===== src/rtl/bseq_pkg.sv =====
package bseq_pkg;
  typedef enum logic {
    ORD_LINEAR = 1'b0,
    ORD_XOR    = 1'b1
  } order_e;

  typedef enum logic [1:0] {
    ACT_HOLD = 2'd0,
    ACT_STEP = 2'd1,
    ACT_LOAD = 2'd2
  } act_e;
endpackage


===== src/rtl/bseq_rst_sync.sv =====
module bseq_rst_sync #(
  parameter int STAGES = 2
) (
  input  logic clk,
  input  logic arst_n,
  output logic rst_q_n
);
  logic [STAGES-1:0] chain_q;

  always_ff @(posedge clk or negedge arst_n) begin
    if (!arst_n) chain_q <= '0;
    else         chain_q <= {chain_q[STAGES-2:0], 1'b1};
  end

  assign rst_q_n = chain_q[STAGES-1];
endmodule


===== src/rtl/bseq_ctrl.sv =====
module bseq_ctrl
  import bseq_pkg::*;
(
  input  logic start_a_n,
  input  logic start_b_n,
  input  logic adv_n,
  output act_e act
);
  always_comb begin
    if (!start_a_n || !start_b_n) act = ACT_LOAD;
    else if (!adv_n)              act = ACT_STEP;
    else                          act = ACT_HOLD;
  end
endmodule


===== src/rtl/bseq_lowmap.sv =====
module bseq_lowmap
  import bseq_pkg::*;
#(
  parameter int LOW_W = 2
) (
  input  logic [LOW_W-1:0] start_lo,
  input  logic [LOW_W-1:0] beat,
  input  order_e           ord,
  output logic [LOW_W-1:0] lo
);
  logic [LOW_W-1:0] lin_lo;
  logic [LOW_W-1:0] xor_lo;

  assign lin_lo = start_lo + beat;

  for (genvar i = 0; i < LOW_W; i++) begin : g_bit
    assign xor_lo[i] = start_lo[i] ^ beat[i];
  end

  assign lo = (ord == ORD_XOR) ? xor_lo : lin_lo;
endmodule


===== src/rtl/burst_addr_seq.sv =====
module burst_addr_seq
  import bseq_pkg::*;
#(
  parameter int AW         = 20,
  parameter int BURST_LEN  = 4,
  parameter int RST_STAGES = 2
) (
  input  logic                         clk,
  input  logic                         rst_n,
  input  logic                         start_a_n,
  input  logic                         start_b_n,
  input  logic                         adv_n,
  input  logic                         order_sel,
  input  logic [AW-1:0]                addr_in,
  output logic [AW-1:0]                word_addr,
  output logic [$clog2(BURST_LEN)-1:0] beat_idx
);
  localparam int LOW_W = $clog2(BURST_LEN);
  localparam logic [LOW_W-1:0] BEAT_ONE = LOW_W'(1);

  logic             rst_q_n;
  act_e             act;
  logic             upd_en;
  logic [AW-1:0]    base_q, base_d;
  logic [LOW_W-1:0] beat_q, beat_d;
  order_e           ord_q, ord_d;
  logic [LOW_W-1:0] cur_lo;

  bseq_rst_sync #(.STAGES(RST_STAGES)) u_rst (
    .clk     (clk),
    .arst_n  (rst_n),
    .rst_q_n (rst_q_n)
  );

  bseq_ctrl u_ctrl (
    .start_a_n (start_a_n),
    .start_b_n (start_b_n),
    .adv_n     (adv_n),
    .act       (act)
  );

  // next state
  always_comb begin
    base_d = base_q;
    beat_d = beat_q;
    ord_d  = ord_q;
    unique case (act)
      ACT_LOAD: begin
        base_d = addr_in;
        beat_d = '0;
        ord_d  = order_e'(order_sel);
      end
      ACT_STEP: beat_d = beat_q + BEAT_ONE;
      default: ;
    endcase
  end

  assign upd_en = (act != ACT_HOLD);

  // state registers with explicit clock enable
  always_ff @(posedge clk or negedge rst_q_n) begin
    if (!rst_q_n) begin
      base_q <= '0;
      beat_q <= '0;
      ord_q  <= ORD_XOR;
    end else if (upd_en) begin
      base_q <= base_d;
      beat_q <= beat_d;
      ord_q  <= ord_d;
    end
  end

  bseq_lowmap #(.LOW_W(LOW_W)) u_lowmap (
    .start_lo (base_q[LOW_W-1:0]),
    .beat     (beat_q),
    .ord      (ord_q),
    .lo       (cur_lo)
  );

  assign word_addr = {base_q[AW-1:LOW_W], cur_lo};
  assign beat_idx  = beat_q;
endmodule


===== config.mk =====
export PLATFORM = sky130hd
export DESIGN_NAME = burst_addr_seq
export DESIGN_NICKNAME = d
export VERILOG_FILES = /design/src/rtl/bseq_pkg.sv /design/src/rtl/bseq_rst_sync.sv /design/src/rtl/bseq_ctrl.sv /design/src/rtl/bseq_lowmap.sv /design/src/rtl/burst_addr_seq.sv
export SDC_FILE = /design/constraint.sdc
export NUM_CORES = 1
export LEC_CHECK = 0
export ABC_AREA = 0
export CORE_ASPECT_RATIO = 0.9
export CORE_MARGIN = 2
export CORE_UTILIZATION = 42
export DETAILED_ROUTE_END_ITERATION = 10
export GPL_TIMING_DRIVEN = 0
export PLACE_DENSITY = 0.8
export SYNTH_ARGS = -nofsm -noshare
export SYNTH_HDL_FRONTEND = slang
export SYNTH_SLANG_ARGS = --single-unit

===== constraint.sdc =====
create_clock -name clk -period 1.7 [get_ports clk]
set_clock_uncertainty 0.1 [all_clocks]
set_input_delay 0.51 -clock clk [delete_from_list [all_inputs] [get_ports clk]]
set_output_delay 0.51 -clock clk [all_outputs]
set_load 0.005 [all_outputs]

# Word level (Yosys, flattened, before mapping)
# Cells that the tools add are included.
# W data, S select, Z words.
[totals]
regBits = 25
latch_bits = 0
ramBits = 0
rom_bits = 0
in_bits = 26
output_inout_bits = 22
wordCells = 21
n_memories = 0
[op_classes]
addsub = 2
multipliers = 0
div = 0
order_cmp = 0
n_eq_ne = 2
shift = 0
mux = 4
bitwise_logic = 2
n_reduce_logical = 7
[op_table]
columns = ["operator", "count"]
rows = [
  ["$mux W2", 2],
  ["$pmux W2 S2", 1],
  ["$reduce_and A2 Y1", 2],
  ["$reduce_bool A2 Y1", 2],
  ["$add A2 B1 Y2 const B", 1],
  ["$add A2 B2 Y2", 1],
  ["$eq A2 B1 Y1 const B", 1],
  ["$eq A2 B2 Y1 const B", 1],
  ["$logic_not A1 Y1", 2],
  ["$xor A1 B1 Y1", 2],
  ["$logic_or A1 B1 Y1", 1],
  ["$mux W1", 1],
]

# Logic depth before layout (Yosys ltp)
# Gate-level depths: netlist (run 1).
[logic_depth]
ltp_word = 6
depth_mapped = 3
depth_no_buf = 3

# Modules after synthesis
# A second synthesis (run 1) with hierarchy kept.
[hier_totals]
hier_cells = 84
area_unflattened_um2 = 1218.7
[by_module_without_submodules]
columns = ["module", "n_inst", "cells_per_inst", "area_each_um2", "seq_area_each_um2"]
rows = [
  ["burst_addr_seq", 1, 75, 1116.1, 576.8],
  ["bseq_rst_sync", 1, 3, 53.8, 50.0],
  ["bseq_lowmap", 1, 4, 36.3, 0.0],
  ["bseq_ctrl", 1, 2, 12.5, 0.0],
]

# Worst setup path after synthesis (run 1)
# Ideal clock, no wire load.
[synth_timing]
kind = "register to output"
startpoint = "reg beat_q[0] (netlist: beat_idx[0])"
endpoint = "out word_addr[1]"
arrival_ns = 0.862
required_ns = 1.090
path_slack_ns = 0.228
stages_incl_launch_ff = 4
n_path_buf = 0
cell_sequence = "dfrtp_1 ha_1 nor2b_1 xnor2_1"
[synth_via]
elab_chain_len = 2
[synth_rtl]
columns = ["item", "line", "text"]
rows = [
  ["from (decl)", "burst_addr_seq.sv:25", "logic [LOW_W-1:0] beat_q, beat_d;"],
  ["from (signal assigned)", "burst_addr_seq.sv:68", "beat_q <= beat_d;"],
  ["$add A2 B2 Y2", "bseq_lowmap.sv:14", "assign lin_lo = start_lo + beat;"],
  ["$mux W2", "bseq_lowmap.sv:20", "assign lo = (ord == ORD_XOR) ? xor_lo : lin_lo;"],
  ["to (decl)", "burst_addr_seq.sv:15", "output logic [AW-1:0] word_addr,"],
]
# Every way passes these cells.

# Final worst setup path (run 1)
# Ends and elaborated chain as after synthesis.

==> results of run 1 <==
-- flip-flops by register name, summed over array words and instances (netlist names) --
register / flops
base_q: 20
beat_idx: 2
ord_q: 1
u_rst.chain_q: 2
-- final cells by class --
| type | count | share of cell area [%] |
|---|---|---|
| clock inverters | 1 | 0.281 |
| well taps | 30 | 2.11 |
| plain buffers | 20 | 8.84 |
| repair buffers | 62 | 29.9 |
| flip-flops and latches | 25 | 35.2 |
| multi-input cells | 32 | 22.5 |
| clock buffers | 3 | 1.26 |
-- power groups by stage --
stage	logic, uW	registers [uW]	clock network (uW)
finish	317	678	264
global route	338	687	299
CTS	318	680	277
detailed placement	308	690	0
global placement	302	688	0
floorplan	152	680	0
-- per-layer routing --
metal	track usage, %	up-vias	share of wire (%)
met5	0	-	0
met2	24.9	24	53
li1	-	365	-
met1	18.0	386	40
met3	5.29	2	6.1
met4	3.33	0	0.52
-- cell usage after synthesis --
| cell | n |
|---|---|
| buf_4 | 18 |
| buf_6 | 2 |
| nand2_2 | 1 |
| nor2b_1 | 3 |
| mux2_4 | 18 |
| dfrtp_1 | 24 |
| nor3_1 | 1 |
| conb_1 | 1 |
| mux2_2 | 3 |
| nor2_1 | 1 |
| dfstp_2 | 1 |
| xnor2_1 | 3 |
| ha_1 | 1 |
-- per-stage QoR --
stage	setup TNS, ns	hold slack, ns	instances
5_1_grt	-0.550	0.225	173
3_5_place_dp	-2.23	0.242	154
3_3_place_gp	-1.87	0.239	154
4_1_cts	-0.413	0.230	168
6_report	-0.389	0.240	173
2_1_floorplan	0	0.114	77
-- what timing repair did --
action,in CTS,in global routing
setup endpoints to repair,22,16
setup buffers,10,6
pin swaps,2,2
resized for setup,56,14
-- logic make-up after synthesis --
kind of cell             synth area share [%]
XOR/XNOR                                 2.26
flip-flops                               53.8
multiplexers                             26.1
adder cells (fa/ha/maj)                  1.07
buffers and inverters                    13.5
AND/OR/NAND/NOR                          2.90
other                                   0.322
-- path summary, 6_finish.rpt --
check / to / slack [ns] / cells past startpoint / startpoint
max: word_addr[1] / -0.20 / 4 / beat_idx[0]$_DFFE_PN0P_
min: u_rst.chain_q[0]$_DFF_PN0_ / 0.24 / 1 / rst_n
max reg2reg: beat_idx[1]$_DFFE_PN0P_ / 0.37 / 6 / beat_idx[0]$_DFFE_PN0P_
min reg2reg: base_q[16]$_DFFE_PN0P_ / 0.26 / 0 / u_rst.chain_q[1]$_DFF_PN0_
max in group asynchronous: base_q[3]$_DFFE_PN0P_ / 0.68 / 0 / u_rst.chain_q[1]$_DFF_PN0_
min in group clk: u_rst.chain_q[1]$_DFF_PN0_ / 0.27 / 0 / u_rst.chain_q[0]$_DFF_PN0_
==> results.sh, run 1 <==
export IMPL_status="complete, but fails checks"
export IMPL_violations="negative setup slack"
export IMPL_routed_wl_um=2310
export IMPL_pwr_density_cell_mw_per_mm2=706
export IMPL_track_usage_pct=14.7
export IMPL_slew_headroom_pct=40.7
export IMPL_fin_nets=171
export IMPL_peakVddDrop_v=0.000617
export IMPL_synth_top_area_share_pct=51.6
export IMPL_critPathLaunchType="register"
export IMPL_tritoncts="done"
export IMPL_clkPwrFrac_pct=20.9
export IMPL_cp_arrival_ns=1.29
export IMPL_fin_crit_sh_pct=112
export IMPL_rsz0062_at_grt="true"
export IMPL_min_period_ns=1.90
export IMPL_dp_hpwl_um=1620
export IMPL_power_uw=1260
export IMPL_place_congestion=0.650
export IMPL_syn2layout_area_growth_pct=53.1
export IMPL_path_buf_inv=1
export IMPL_fill_cells=232
export IMPL_drt_iter0_markers=1
export IMPL_initial_core_util_pct=43.1
export IMPL_syn_area_mm2=0.00116
export IMPL_clock_path_buffers=2
export IMPL_first_pass_iters=2
export IMPL_yosysTopAreaCell="dfrtp_1"
export IMPL_n_antenna_cell=0
export IMPL_intPower_uw=965
export IMPL_cts_sinks=25
export IMPL_crit_fanout=2
export IMPL_grt_antenna_before_repair=0
export IMPL_chipWidth_um=59.5
export IMPL_core_area_mm2=0.00270
export IMPL_globalRoute_totalOverflow=0
export IMPL_cts_root_buf="clkbuf_4"
export IMPL_ant_nets=0
export IMPL_clk_latency_ns=0.31
export IMPL_seqCellArea_um2=627
export IMPL_ctsHoldBuffers=0
export IMPL_vias=777
export IMPL_switchingPower_uw=294
export IMPL_ys_seq_area_share_pct=53.8
export IMPL_via_per_inst=4.49
export IMPL_utilization_pct=66.0
export IMPL_ys_ff_latch=25
export IMPL_yosysWarnings=0
export IMPL_setup_ws_ns=-0.204
export IMPL_io_pins=48
export IMPL_ys_types=13
export IMPL_synthCells=77
export IMPL_first_global_vias=727
export IMPL_crit_required_ns=1.09
export IMPL_syn_nets=104
export IMPL_syn_avg_cell_area_um2=15.1
export IMPL_min_path_type="input pin to asynchronous set/reset pin"
export IMPL_crit_chain="ha_4, nor2b_4, xnor2_1, buf_2"
export IMPL_die_y_um=54.0
export IMPL_tightest_slew_ns=0.889
export IMPL_numCtsBuffers=3
export IMPL_fmax_ghz=0.525
export IMPL_drive_gt1_share_pct=54.5
export IMPL_synthTopCellsByArea="dfrtp_1, mux2_4, buf_4, mux2_2, dfstp_2"
export IMPL_std_cell_rows=18
export IMPL_finalHoldViolCount=0
export IMPL_dpl_instance_area_mm2=0.00167
export IMPL_swShare_pct=23.3
export IMPL_slew_viol_final=0
export IMPL_p_seq_share_pct=53.9
export IMPL_multiInputGateArea_um2=400
export IMPL_critPathTopFamily="flip-flops"
export IMPL_grt_max_degree=24
export IMPL_htreeDepth=1
export IMPL_end_kind="output pin"
export IMPL_drv_cap=0
export IMPL_slowest_stage="dfrtp_1"
export IMPL_p_leak_uw=0.000885
export IMPL_drc_errors=0
export IMPL_grt_pass1_wl_um=3390
export IMPL_io_buffers=47
export IMPL_cpPeakStageDelay_ns=0.44
export IMPL_die_area_mm2=0.00321
export IMPL_comb_power_share_pct=25.2
export IMPL_final_common_cell="buf_4"
export IMPL_routedWlPerCell_um=13.4
export IMPL_mostFrequentLayoutCells="buf_4, clkdlybuf4s50_1, dfrtp_1, mux2_4, clkbuf_2"
export IMPL_setup_viol=3
export IMPL_criticalPathCategory="register to output pin"
export IMPL_preCtsSetupSlack_ns=-0.285
export IMPL_clkSlewWorstSetupHoldPaths_ns=0.14
export IMPL_stdcell_area_mm2=0.00178
No activity file was read; power rests on OpenSTA's default activity.
==> run 2: changes to the inputs <==
Settings changed: CELL_PAD_IN_SITES_DETAIL_PLACEMENT set to 0, CELL_PAD_IN_SITES_GLOBAL_PLACEMENT set to 1, CORE_UTILIZATION 42 to 35, PLACE_DENSITY 0.8 to 0.83.
Clock period 1.7 ns to 2.4 ns, I/O delays scaled along.
==> run 2 against run 1 <==
Compared with the run above:
- the flow now finishes without violations
- register-to-register slack better by 0.96 ns
- final area down 2.5%
- combinational power down 32%
- sequential cell count unchanged
- sequential share of layout area up 0.89 points
- critical path depth down 2
- largest cell class unchanged
==> results.sh, run 2 (same netlist as run 1, synthesis figures left out) <==
export IMPL_whs_ns=0.262
export IMPL_tightest_slew_ns=0.890
export IMPL_cp_arrival_ns=1.41
export IMPL_chipWidth_um=64.8
export IMPL_rsz0062_at_grt="false"
export IMPL_final_common_cell="clkdlybuf4s50_1"
export IMPL_setup_ws_ns=0.172
export IMPL_slew_headroom_pct=40.6
export IMPL_min_path_type="register to register"
export IMPL_vias=701
export IMPL_grt_max_degree=24
export IMPL_cpPeakStageDelay_ns=0.49
export IMPL_grt_antenna_before_repair=0
export IMPL_slowest_stage="clkdlybuf4s50_1"
export IMPL_ant_nets=0
export IMPL_routed_wl_um=2000
export IMPL_p_leak_uw=0.000806
export IMPL_die_area_mm2=0.00381
export IMPL_n_antenna_cell=0
export IMPL_critPathLaunchType="register"
export IMPL_mostFrequentLayoutCells="clkdlybuf4s50_1, dfrtp_1, buf_4, mux2_4"
export IMPL_end_kind="output pin"
export IMPL_stdcell_area_mm2=0.00174
export IMPL_setup_viol=0
export IMPL_largest_register_ffs=20
export IMPL_fin_nets=157
export IMPL_clkSlewWorstSetupHoldPaths_ns=0.08
export IMPL_power_uw=930
export IMPL_fmax_ghz=0.449
export IMPL_clk_latency_ns=0.26
export IMPL_crit_chain="ha_1, clkdlybuf4s50_1"
export IMPL_largest_register="base_q"
export IMPL_p_seq_share_pct=51.5
export IMPL_clock_path_buffers=2
export IMPL_syn2layout_area_growth_pct=49.3
export IMPL_crit_required_ns=1.58
export IMPL_globalRoute_totalOverflow=0
export IMPL_min_period_ns=2.23
export IMPL_drc_errors=0
export IMPL_drv_cap=0
export IMPL_pwr_density_cell_mw_per_mm2=535
export IMPL_io_pins=48
export IMPL_switchingPower_uw=192
export IMPL_place_congestion=0.615
export IMPL_slew_viol_final=0
export IMPL_io_buffers=47
export IMPL_routedWlPerCell_um=11.7
export IMPL_fin_crit_sh_pct=92.9
export IMPL_dpl_instance_area_mm2=0.00169
export IMPL_via_per_inst=4.10
export IMPL_clkPwrFrac_pct=25.4
export IMPL_numCtsBuffers=3
export IMPL_drive_gt1_share_pct=36.4
export IMPL_intPower_uw=738
export IMPL_cts_sinks=25
export IMPL_comb_power_share_pct=23.1
export IMPL_std_cell_rows=19
export IMPL_finalHoldViolCount=0
export IMPL_htreeDepth=1
export IMPL_initial_core_util_pct=37.4
export IMPL_finalSetupTns_ns=0
export IMPL_fill_cells=261
export IMPL_grt_pass1_wl_um=3350
export IMPL_dp_hpwl_um=1510
export IMPL_tritoncts="done"
export IMPL_criticalPathCategory="register to output pin"
export IMPL_core_area_mm2=0.00311
export IMPL_crit_fanout=2
export IMPL_status="finished clean"
export IMPL_first_pass_iters=2
export IMPL_first_global_vias=738
export IMPL_track_usage_pct=11.5
export IMPL_drt_iter0_markers=17
export IMPL_die_y_um=58.7
export IMPL_peakVddDrop_v=0.000233
export IMPL_swShare_pct=20.6
export IMPL_cts_root_buf="clkbuf_8"
export IMPL_preCtsSetupSlack_ns=0.232
==> run 2: cell types whose count changed in the layout (fill, tap and decap cells not counted), sizes merged <==
cell | before | now
buf | 38 | 21
clkinv | 1 | 0
clkbuf | 14 | 4
dlygate4sd2 | 0 | 1
clkdlybuf4s15 | 8 | 0
clkdlybuf4s50 | 25 | 46
==> run 2: worst paths after layout <==
path,start,end,slack (ns),cells past startpoint
max in group asynchronous,u_rst.chain_q[1]$_DFF_PN0_,base_q[13]$_DFFE_PN0P_,1.38,0
min in group asynchronous,u_rst.chain_q[1]$_DFF_PN0_,base_q[16]$_DFFE_PN0P_,0.27,0
setup reg to reg,beat_idx[0]$_DFFE_PN0P_,beat_idx[1]$_DFFE_PN0P_,1.33,4
setup / recovery,beat_idx[0]$_DFFE_PN0P_,word_addr[0],0.17,2
hold / removal,u_rst.chain_q[0]$_DFF_PN0_,u_rst.chain_q[1]$_DFF_PN0_,0.26,0
hold reg to reg,u_rst.chain_q[0]$_DFF_PN0_,u_rst.chain_q[1]$_DFF_PN0_,0.26,0
==> run 2: final cells by class <==
class	count	area (um2)	share of cell area, %
plain buffers	20	158	9.06
clock buffers	4	45.0	2.59
multi-input cells	32	380	21.9
well taps	42	52.6	3.02
flip-flops and latches	25	627	36.0
repair buffers	48	477	27.4
==> run 2: repair_timing <==
item | 4_1_cts | 5_1_grt
hold buffers | 0 | 0
endpoints found under the setup margin | 1 | 0
gates resized for setup | 1 | 0
buffers inserted | 1 | 0
==> run 2: power by group through the flow <==
stage               Combinational, uW  Sequential (uW)  Clock, uW
floorplan                         107              481          0
global placement                  215              487          0
detailed placement                217              489          0
CTS                               218              481        248
global route                      230              486        266
finish                            215              479        236
==> run 2: critical path, delay by kind of cell (launching register included) <==
kind	cells	cell delay (ns)
DFF	1	0.39
buffers and inverters	1	0.49
adders and majority gates	1	0.28
==> run 2: through the flow <==
step                      cells  util, %
final                       171     55.8
after global routing        171     55.8
after CTS                   171     55.8
after detailed placement    166     54.2
after global placement      166     54.2
after floorplan              77        -
==> run 2: per-layer routing <==
layer	GRT usage, %	share of wire [%]	up-vias
met5	0	0	-
met2	18.6	48	27
met4	3.65	0.85	0
met1	15.4	45	336
met3	2.87	6.4	2
li1	-	-	336
